===== src/rtl/tmr_wdt_pkg.sv =====
package tmr_wdt_pkg;
  localparam int unsigned DATA_W = 8;
  localparam int unsigned PS_W   = 3;

  typedef struct packed {
    logic            pull_en;
    logic            irq_edge;
    logic            src_pin;
    logic            pin_fall;
    logic            div_to_wdt;
    logic [PS_W-1:0] ratio;
  } opt_t;

  localparam logic [DATA_W-1:0] OPT_RST = 8'hFF;

  // Low-bit mask of the divider that must be all ones for an output pulse.
  function automatic logic [DATA_W-1:0] tap_mask(input logic [PS_W-1:0] ps,
                                                  input logic to_wdt);
    logic [DATA_W-1:0] m;
    for (int i = 0; i < DATA_W; i++) begin
      m[i] = to_wdt ? (i < int'(ps)) : (i <= int'(ps));
    end
    return m;
  endfunction
endpackage


===== src/rtl/tmr_edge_src.sv =====
module tmr_edge_src #(
  parameter int unsigned SYNC_STAGES = 2
) (
  input  logic clk,
  input  logic rst_n,
  input  logic ext_pin,
  input  logic inst_tick,
  input  logic src_pin,
  input  logic pin_fall,
  output logic src_ev
);
  localparam int unsigned LAST = SYNC_STAGES;

  logic [LAST:0] sh_q, sh_d;
  logic          rise, fall;

  always_comb begin
    sh_d = {sh_q[LAST-1:0], ext_pin};
  end

  always_ff @(posedge clk or negedge rst_n) begin
    if (!rst_n) sh_q <= '0;
    else        sh_q <= sh_d;
  end

  assign rise   = sh_q[LAST-1] & ~sh_q[LAST];
  assign fall   = ~sh_q[LAST-1] & sh_q[LAST];
  assign src_ev = src_pin ? (pin_fall ? fall : rise) : inst_tick;
endmodule


===== src/rtl/tmr_shared_div.sv =====
module tmr_shared_div
  import tmr_wdt_pkg::*;
(
  input  logic            clk,
  input  logic            rst_n,
  input  logic            clr,
  input  logic            ev,
  input  logic            to_wdt,
  input  logic [PS_W-1:0] ratio,
  output logic            tap
);
  logic [DATA_W-1:0] div_q, div_d, mask;

  assign mask = tap_mask(ratio, to_wdt);
  assign tap  = ((div_q & mask) == mask);

  always_comb begin
    div_d = div_q;
    if (clr)     div_d = '0;
    else if (ev) div_d = div_q + 1'b1;
  end

  always_ff @(posedge clk or negedge rst_n) begin
    if (!rst_n) div_q <= '0;
    else        div_q <= div_d;
  end
endmodule


===== src/rtl/tmr_wdt_base.sv =====
module tmr_wdt_base #(
  parameter int unsigned WDT_W = 4
) (
  input  logic clk,
  input  logic rst_n,
  input  logic wdt_tick,
  input  logic wdt_clr,
  output logic base_wrap
);
  localparam logic [WDT_W-1:0] TOP = '1;

  logic [WDT_W-1:0] cnt_q, cnt_d;

  assign base_wrap = wdt_tick & ~wdt_clr & (cnt_q == TOP);

  always_comb begin
    cnt_d = cnt_q;
    if (wdt_clr)       cnt_d = '0;
    else if (wdt_tick) cnt_d = cnt_q + 1'b1;
  end

  always_ff @(posedge clk or negedge rst_n) begin
    if (!rst_n) cnt_q <= '0;
    else        cnt_q <= cnt_d;
  end
endmodule


===== src/rtl/tmr_wdt_div.sv =====
module tmr_wdt_div
  import tmr_wdt_pkg::*;
#(
  parameter int unsigned WDT_W       = 4,
  parameter int unsigned SYNC_STAGES = 2
) (
  input  logic              clk,
  input  logic              rst_n,
  input  logic              inst_tick,
  input  logic              ext_pin,
  input  logic              wdt_tick,
  input  logic              wdt_clr,
  input  logic              bus_we,
  input  logic              bus_addr,
  input  logic [DATA_W-1:0] bus_wdata,
  output logic [DATA_W-1:0] bus_rdata,
  input  logic              flag_clr,
  output logic              ovf_flag,
  output logic              wdt_timeout
);
  localparam logic [DATA_W-1:0] TMR_TOP = '1;

  opt_t              opt_q, opt_d;
  logic [DATA_W-1:0] tmr_q, tmr_d;
  logic              flag_d, to_d;
  logic              tmr_we, opt_we, src_ev, base_wrap, tap, div_clr, div_ev;
  logic              tmr_inc, expire;

  assign tmr_we = bus_we & ~bus_addr;
  assign opt_we = bus_we &  bus_addr;

  tmr_edge_src #(.SYNC_STAGES(SYNC_STAGES)) u_src (
    .clk(clk), .rst_n(rst_n), .ext_pin(ext_pin), .inst_tick(inst_tick),
    .src_pin(opt_q.src_pin), .pin_fall(opt_q.pin_fall), .src_ev(src_ev)
  );

  tmr_wdt_base #(.WDT_W(WDT_W)) u_base (
    .clk(clk), .rst_n(rst_n), .wdt_tick(wdt_tick), .wdt_clr(wdt_clr),
    .base_wrap(base_wrap)
  );

  assign div_ev  = opt_q.div_to_wdt ? base_wrap : src_ev;
  assign div_clr = (opt_we & (bus_wdata[3] != opt_q.div_to_wdt))
                 | (~opt_q.div_to_wdt & tmr_we)
                 | ( opt_q.div_to_wdt & wdt_clr);

  tmr_shared_div u_div (
    .clk(clk), .rst_n(rst_n), .clr(div_clr), .ev(div_ev),
    .to_wdt(opt_q.div_to_wdt), .ratio(opt_q.ratio), .tap(tap)
  );

  assign tmr_inc = ~tmr_we & src_ev & (opt_q.div_to_wdt | tap);
  assign expire  = base_wrap & (~opt_q.div_to_wdt | tap);

  always_comb begin
    tmr_d  = tmr_q;
    opt_d  = opt_q;
    flag_d = ovf_flag;
    to_d   = expire;
    if (tmr_we)       tmr_d = bus_wdata;
    else if (tmr_inc) tmr_d = tmr_q + 1'b1;
    if (opt_we)       opt_d = opt_t'(bus_wdata);
    if (tmr_inc && tmr_q == TMR_TOP) flag_d = 1'b1;
    else if (flag_clr)               flag_d = 1'b0;
  end

  always_ff @(posedge clk or negedge rst_n) begin
    if (!rst_n) begin
      tmr_q       <= '0;
      opt_q       <= opt_t'(OPT_RST);
      ovf_flag    <= 1'b0;
      wdt_timeout <= 1'b0;
    end else begin
      tmr_q       <= tmr_d;
      opt_q       <= opt_d;
      ovf_flag    <= flag_d;
      wdt_timeout <= to_d;
    end
  end

  assign bus_rdata = bus_addr ? DATA_W'(opt_q) : tmr_q;
endmodule


===== config.mk =====
export PLATFORM = sky130hd
export DESIGN_NAME = tmr_wdt_div
export DESIGN_NICKNAME = d
export VERILOG_FILES = /design/src/rtl/tmr_wdt_pkg.sv /design/src/rtl/tmr_edge_src.sv /design/src/rtl/tmr_shared_div.sv /design/src/rtl/tmr_wdt_base.sv /design/src/rtl/tmr_wdt_div.sv
export SDC_FILE = /design/constraint.sdc
export NUM_CORES = 1
export LEC_CHECK = 0
export ABC_AREA = 1
export BUFFER_PORTS_ARGS = -buffer_cell sky130_fd_sc_hd__buf_2
export CORE_MARGIN = 10
export CORE_UTILIZATION = 55
export DETAILED_ROUTE_END_ITERATION = 10
export PLACE_DENSITY = 0.77
export SETUP_SLACK_MARGIN = 0.5
export SLEW_MARGIN = 5
export SYNTH_ARGS = -nofsm -noshare
export SYNTH_HDL_FRONTEND = slang
export SYNTH_SLANG_ARGS = --single-unit

===== constraint.sdc =====
create_clock -name clk -period 1.8 [get_ports clk]
set_input_delay 0.09 -clock clk [delete_from_list [all_inputs] [get_ports clk]]
set_output_delay 0.09 -clock clk [all_outputs]
set_load 0.03 [all_outputs]

==> reports/qor.csv, run 1 <==
metric,value,unit
nets,338,
achievable frequency,587,MHz
fin util,0.806,
"Hold Vio Cnt, Final",0,
"CTS clk-pin slew, worst paths",0.11,ns
cell area after synthesis,1920,um^2
leakage power,1.34,nW
final total power,0.00252,W
final instance area,2710,um^2
Slew HR,0.500,
Rows,21,
I/O Pins,27,
hpwl dp,3080,um
placed instance area,2100,um^2
"commonest non-fill, non-tap cells in the layout","67 x nand2_1, 27 x nand3_1, 25 x dfrtp_1, 24 x inv_1, 19 x buf_6",
critical path class,reg2reg,
met3 GRT Util,0.0484,
via count,1934,
"leading cell type in the layout, fill and taps excluded",nand2_1,
clock skew,0.00510,ns
core area,3360,um^2
syn nets,274,
min Tclk post-route,1.70,ns
Crit. End Element,flop,
Routed Wire Length,5210,um
CP Data Arrival Time,1.99,ns
Die H,79.0,um
Die Width,79.0,um
global route overflow,0,
Yosys reg bits,33,
DRC errors left,0,
GR Layer Usage met2,0.281,
Total GRT Usage,0.156,
Die ar.,6250,um^2
Worst-Skew Late Latency,0.35,ns
initial antenna violation count,0,
number of global-route vias before repair,1801,
most used routing layer,met2,
syn avg cell area,7.55,um^2
largest net degree at the start of global routing,34,
CTS buffer count,5,
final setup fails,0,
port bufs,26,
Global Route met1 Usage,0.167,
final period utilization,0.947,
CTS Sinks,33,
H-tree levels,2,
vias per cell,5.30,
status,"complete, no violations",
Hold Path Class,in2reg,
Slew Limit Fails,0,
RSZ-0062 raised after global routing,true,
Synth cell types,29,
VDD IR max,0.649,mV
fraction of layout instances using a drive strength above 1,0.370,
Hold WS,0.0161,ns
Startpoint Class,flop,
deepest clock path buffer count,2,
Yosys warnings,0,
n_diodes,0,
global-route wire length before repair,7940,um
ANT nets after route,0,
sequential area share after synthesis,0.436,
CP Data Required Time,2.09,ns
DR iter-0 viols,131,
PwrDens,929,nW/um^2
Initial Util,0.570,
Max-Cap Viols,0,
routed length per instance,14.3,um
Syn Inst Count,254,
DR pass1 iterations,4,
gpl congestion,0.870,
CTS tree,built,
worst-path maximum fanout,8,
root buf cell,clkbuf_4,
synth-to-layout area growth,41.4,%
Least-Margin Pin Slew,0.749,ns
logic make-up (layout without fill, tap and decap cells):
logic type                 after synthesis  after routing  share of synthesized area
muxes                                    3              3                     0.0176
adders and majority gates                3              3                     0.0196
xor gates and xnor gates                10             10                     0.0457
AOI/OAI and AO/OA                       32             32                     0.0914
and+or+nand+nor                        142            144                      0.327
buffers and inverters                   31             94                     0.0627
DFF                                     33             33                      0.436
layout make-up:
type,count,area (um^2)
Tap cell,46,57.6
Clock buffer,7,65.1
Inverter,27,106
Timing Repair Buffer,59,492
Clock inverter,1,5.00
Multi-Input combinational cell,192,1150
Fill cell,244,652
Sequential cell,33,836
metrics by stage:
step / TNS [ns] / setup WS, ns / cells
finish: 0 / 0.0954 / 365
global route: -0.242 / -0.0375 / 365
CTS: 0 / 0.250 / 354
detailed placement: 0 / 0.237 / 323
global placement: 0 / 0.280 / 323
floorplan: 0 / 0.413 / 254
critical path, stage by stage, from the launching register on:
cell	delay (ns)
dfstp_2	0.58
inv_4	0.06
nor2_2	0.07
nand2_1	0.07
nand2_1	0.08
nand2_1	0.06
nor2_1	0.12
nand2_1	0.11
nand2_2	0.13
nand2_4	0.11
nand2_8	0.13
nand2_2	0.06
nand2_2	0.06
cells in the mapped netlist:
cell type | n | share of area
o21ai_0 | 18 | 0.047
nand2_8 | 1 | 0.010
xnor2_1 | 2 | 0.0091
dfrtp_1 | 25 | 0.33
nand2_1 | 85 | 0.17
a31oi_2 | 1 | 0.0065
nor3_1 | 1 | 0.0026
inv_2 | 3 | 0.0059
nor2_1 | 16 | 0.031
dfstp_2 | 8 | 0.11
buf_2 | 3 | 0.0078
a31oi_1 | 1 | 0.0033
nor2_2 | 1 | 0.0033
nand3_1 | 28 | 0.073
o22ai_1 | 1 | 0.0033
mux2_2 | 3 | 0.018
ha_1 | 3 | 0.020
nand2_2 | 3 | 0.0098
o21bai_1 | 1 | 0.0039
a21boi_0 | 1 | 0.0039
or2_2 | 1 | 0.0033
nor3_2 | 1 | 0.0052
nand2_4 | 2 | 0.012
o21ai_1 | 3 | 0.0078
a21oi_1 | 6 | 0.016
nand4_1 | 3 | 0.0098
clkbuf_1 | 1 | 0.0020
xor2_1 | 8 | 0.037
inv_1 | 24 | 0.047
worst paths after layout:
check                                        start                       to  slack [ns]  cells past startpoint
setup / recovery              opt_q[3]$_DFFE_PN1P_     tmr_q[0]$_DFFE_PN0P_         0.1                     12
hold reg to reg            u_src.sh_q[0]$_DFF_PN0_  u_src.sh_q[1]$_DFF_PN0_        0.36                      0
hold / removal                        bus_wdata[4]     opt_q[4]$_DFFE_PN1P_        0.02                      2
setup reg to reg              opt_q[3]$_DFFE_PN1P_     tmr_q[0]$_DFFE_PN0P_         0.1                     12
max in group asynchronous                    rst_n     ovf_flag$_DFFE_PN0P_        0.99                      2
min in group asynchronous                    rst_n     tmr_q[5]$_DFFE_PN0P_        0.34                      2
state kept, by name, indices dropped and copies added, names as in the netlist:
signal and cells:
opt_q 8, tmr_q 8, u_div.div_q 8, u_base.cnt_q 4, u_src.sh_q 3, ovf_flag 1
wdt_timeout 1
metal layers:
metal	up-vias	routed length, um
li1	954	-
met1	902	2010
met2	69	2770
met3	9	340
met4	0	91
met5	-	0
where the power goes:
| group | total (W) | switching [W] | internal (W) |
|---|---|---|---|
| Sequential | 0.00102 | 0.000145 | 0.000877 |
| Clock | 0.000492 | 0.000266 | 0.000226 |
| Combinational | 0.00100 | 0.000558 | 0.000445 |
what timing repair did:
action                                 4_1_cts  5_1_grt
cloned                                       2        0
endpoints found under the hold margin       33        0
hold buffers                                 9        0
resized for setup                           30       44
setup endpoints to repair                   25       26
setup buffers                               12       11
pin swaps                                    7       15
No activity file was read; power rests on OpenSTA's default activity.
==> run 2: changes to the inputs <==
SETUP_SLACK_MARGIN = 0.3   (was 0.5)
SLEW_MARGIN = 20   (was 5)
==> run 2 against run 1 <==
  * First-iteration DRC count down 34%
  * Via count down 4.7%
  * Core utilization down 4.9 points
  * Flip-flop and latch count unchanged
  * Sequential power about the same
  * Cell area down 6.1%
  * Hold slack better by 0.0073 ns
  * Clock power up 11%
==> reports/qor.csv, run 2 (synthesis results as in run 1) <==
metric,value,unit,change
nets,328,,-3.0%
Max-Cap Viols,0,,unchanged
Placed Instances,325,,+0.62%
"CTS clk-pin slew, worst paths",0.11,ns,about the same
Die Width,79.0,um,unchanged
global route overflow,0,,unchanged
critical-path cell list,inv_4 > buf_4 > buf_6 > a31oi_4 > buf_12 > nand2_8 > nand3_1 > nand2_1,,
leakage power,1.26,nW,-5.8%
"Endpoint, Worst Hold",u_base.cnt_q[1]$_DFFE_PN0P_,,
n_diodes,0,,unchanged
I/O Pins,27,,unchanged
core area,3360,um^2,unchanged
deepest clock path buffer count,2,,unchanged
"leading cell type in the layout, fill and taps excluded",nand2_1,,
CTS buffer count,5,,unchanged
hold path depth,4,,+2
Least-Margin Pin Slew,0.729,ns,-0.0200 ns
achievable frequency,630,MHz,+7.3%
critical path's top delay family,flip-flops,,
Startpoint Class,flop,,
PwrDens,954,nW/um^2,+2.7%
CP Data Required Time,2.04,ns,-0.05 ns
fraction of layout instances using a drive strength above 1,0.315,,-0.0550
hpwl dp,3140,um,+2.2%
Worst path max stage delay,0.60,ns,+0.02 ns
Multi-input gate area,1120,um^2,-2.6%
number of global-route vias before repair,1865,,+3.6%
root buf cell,clkbuf_4,,
final setup fails,0,,unchanged
Worst-Skew Late Latency,0.35,ns,about the same
Slew Limit Fails,0,,unchanged
port bufs,26,,unchanged
FF+latch area,836,um^2,unchanged
Top Registers,"opt_q: 8 flops, tmr_q: 8 flops, u_div.div_q: 8 flops",,
RSZ-0062 raised after global routing,true,,
Critical Path Slowest Stage Cell,dfstp_2,,
CP bufs+invs,4,,+3
largest net degree at the start of global routing,34,,unchanged
Slew HR,0.514,,+0.0134
Crit Reg-Reg Endpoint,u_div.div_q[0]$_DFFE_PN0P_,,
global-route wire length before repair,8000,um,+0.78%
worst-path maximum fanout,5,,-3
Total GRT Usage,0.157,,+0.000321
Hold Path Class,in2reg,,
non-filler cells in the finished layout,354,,-3.0%
reg2reg setup slack,0.21,ns,+0.12 ns
final period utilization,0.882,,-0.0645
ANT nets after route,0,,unchanged
CP Data Arrival Time,1.83,ns,-0.16 ns
clock skew,0.0115,ns,+0.00640 ns
Die H,79.0,um,unchanged
Crit. End Element,flop,,
CTS tree,built,,
final setup TNS,0,ns,unchanged
worst r2r src,opt_q[3]$_DFFE_PN1P_,,
status,"complete, no violations",,
hold_sp,wdt_clr,,
gpl congestion,0.814,,-6.4%
CTS Sinks,33,,unchanged
Routed Wire Length,4790,um,-8.1%
DR iter-0 viols,86,,-34%
H-tree levels,2,,unchanged
fillers,278,,+14%
R2R depth,8,,-4
VDD IR max,0.550,mV,-15%
DRC errors left,0,,unchanged
initial antenna violation count,0,,unchanged
"Hold Vio Cnt, Final",0,,unchanged
critical path class,reg2reg,,
Initial Util,0.570,,unchanged
"commonest non-fill, non-tap cells in the layout","73 x nand2_1, 25 x nand3_1, 25 x dfrtp_1, 24 x inv_1, 24 x buf_2",,
min Tclk post-route,1.59,ns,-0.116 ns
vias per cell,5.21,,-1.7%
via count,1844,,-4.7%
synth-to-layout area growth,32.8,%,
routed length per instance,13.5,um,-5.3%
Rows,21,,unchanged
Die ar.,6250,um^2,unchanged
DR pass1 iterations,4,,unchanged
-- run 2: worst max-delay path by stage --
stage	startpoint	to	slack [ns]	depth (start not counted)
after detailed placement	opt_q[4]$_DFFE_PN1P_	u_div.div_q[4]$_DFFE_PN0P_	0.16	7
after CTS	opt_q[3]$_DFFE_PN1P_	tmr_q[5]$_DFFE_PN0P_	0.28	11
after floorplan	opt_q[3]$_DFFE_PN1P_	bus_rdata[3]	0.39	2
after global placement	opt_q[4]$_DFFE_PN1P_	u_div.div_q[4]$_DFFE_PN0P_	0.14	7
final	opt_q[3]$_DFFE_PN1P_	u_div.div_q[0]$_DFFE_PN0P_	0.21	8
after global routing	opt_q[3]$_DFFE_PN1P_	tmr_q[6]$_DFFE_PN0P_	0.11	12
-- run 2: worst register-to-register path, cell delays in order (launching register included) --
cell     delay (ns)
dfstp_2        0.60
inv_4          0.07
buf_4          0.13
buf_6          0.11
a31oi_4        0.22
buf_12         0.17
nand2_8        0.07
nand3_1        0.07
nand2_1        0.05
-- run 2: where the power goes --
| group | switching, W | leakage (nW) | total [W] | internal, W |
|---|---|---|---|---|
| clock network | 0.000264 | 0.0410 | 0.000546 | 0.000283 |
| logic | 0.000515 | 0.808 | 0.000868 | 0.000352 |
| registers | 0.000138 | 0.413 | 0.00101 | 0.000877 |
| total | 0.000917 | 1.26 | 0.00243 | 0.00151 |
-- run 2: what timing repair did --
action,CTS,global route
hold endpoints to repair,32,2
gates resized for setup,8,32
endpoints found under the setup margin,17,20
cloned,1,1
buffers inserted,7,3
pin swaps,0,2
hold buffers,8,2
-- run 2: layout make-up --
type,count,area share
sequential,33,0.328
inverter,27,0.0408
multi-input combinational,192,0.440
tap,46,0.0226
timing repair buffer,49,0.140
clock buffer,5,0.0147
clock inverter,2,0.0138
-- run 2: per-stage QoR --
stage / hold WS (ns) / power [W] / worst slack (ns) / utilization / instance area, um^2
2_1_floorplan: -0.206 / 0.00149 / 0.385 / - / 1920
3_3_place_gp: 0.189 / 0.00167 / 0.143 / 0.627 / 2110
6_report: 0.0234 / 0.00243 / 0.212 / 0.757 / 2550
5_1_grt: 0.0560 / 0.00257 / 0.109 / 0.757 / 2550
3_5_place_dp: 0.190 / 0.00169 / 0.160 / 0.627 / 2110
4_1_cts: 0.000703 / 0.00230 / 0.283 / 0.699 / 2350
-- run 2: metal layers --
layer  vias up  routed length [um]  share of wire  GRT usage
li1        928                   -              -          -
met1       875                1900           0.40      0.156
met2        34                2620           0.55      0.297
met3         7                 206          0.043     0.0597
met4         0                  61          0.013     0.0376
met5         -                   0              0          0
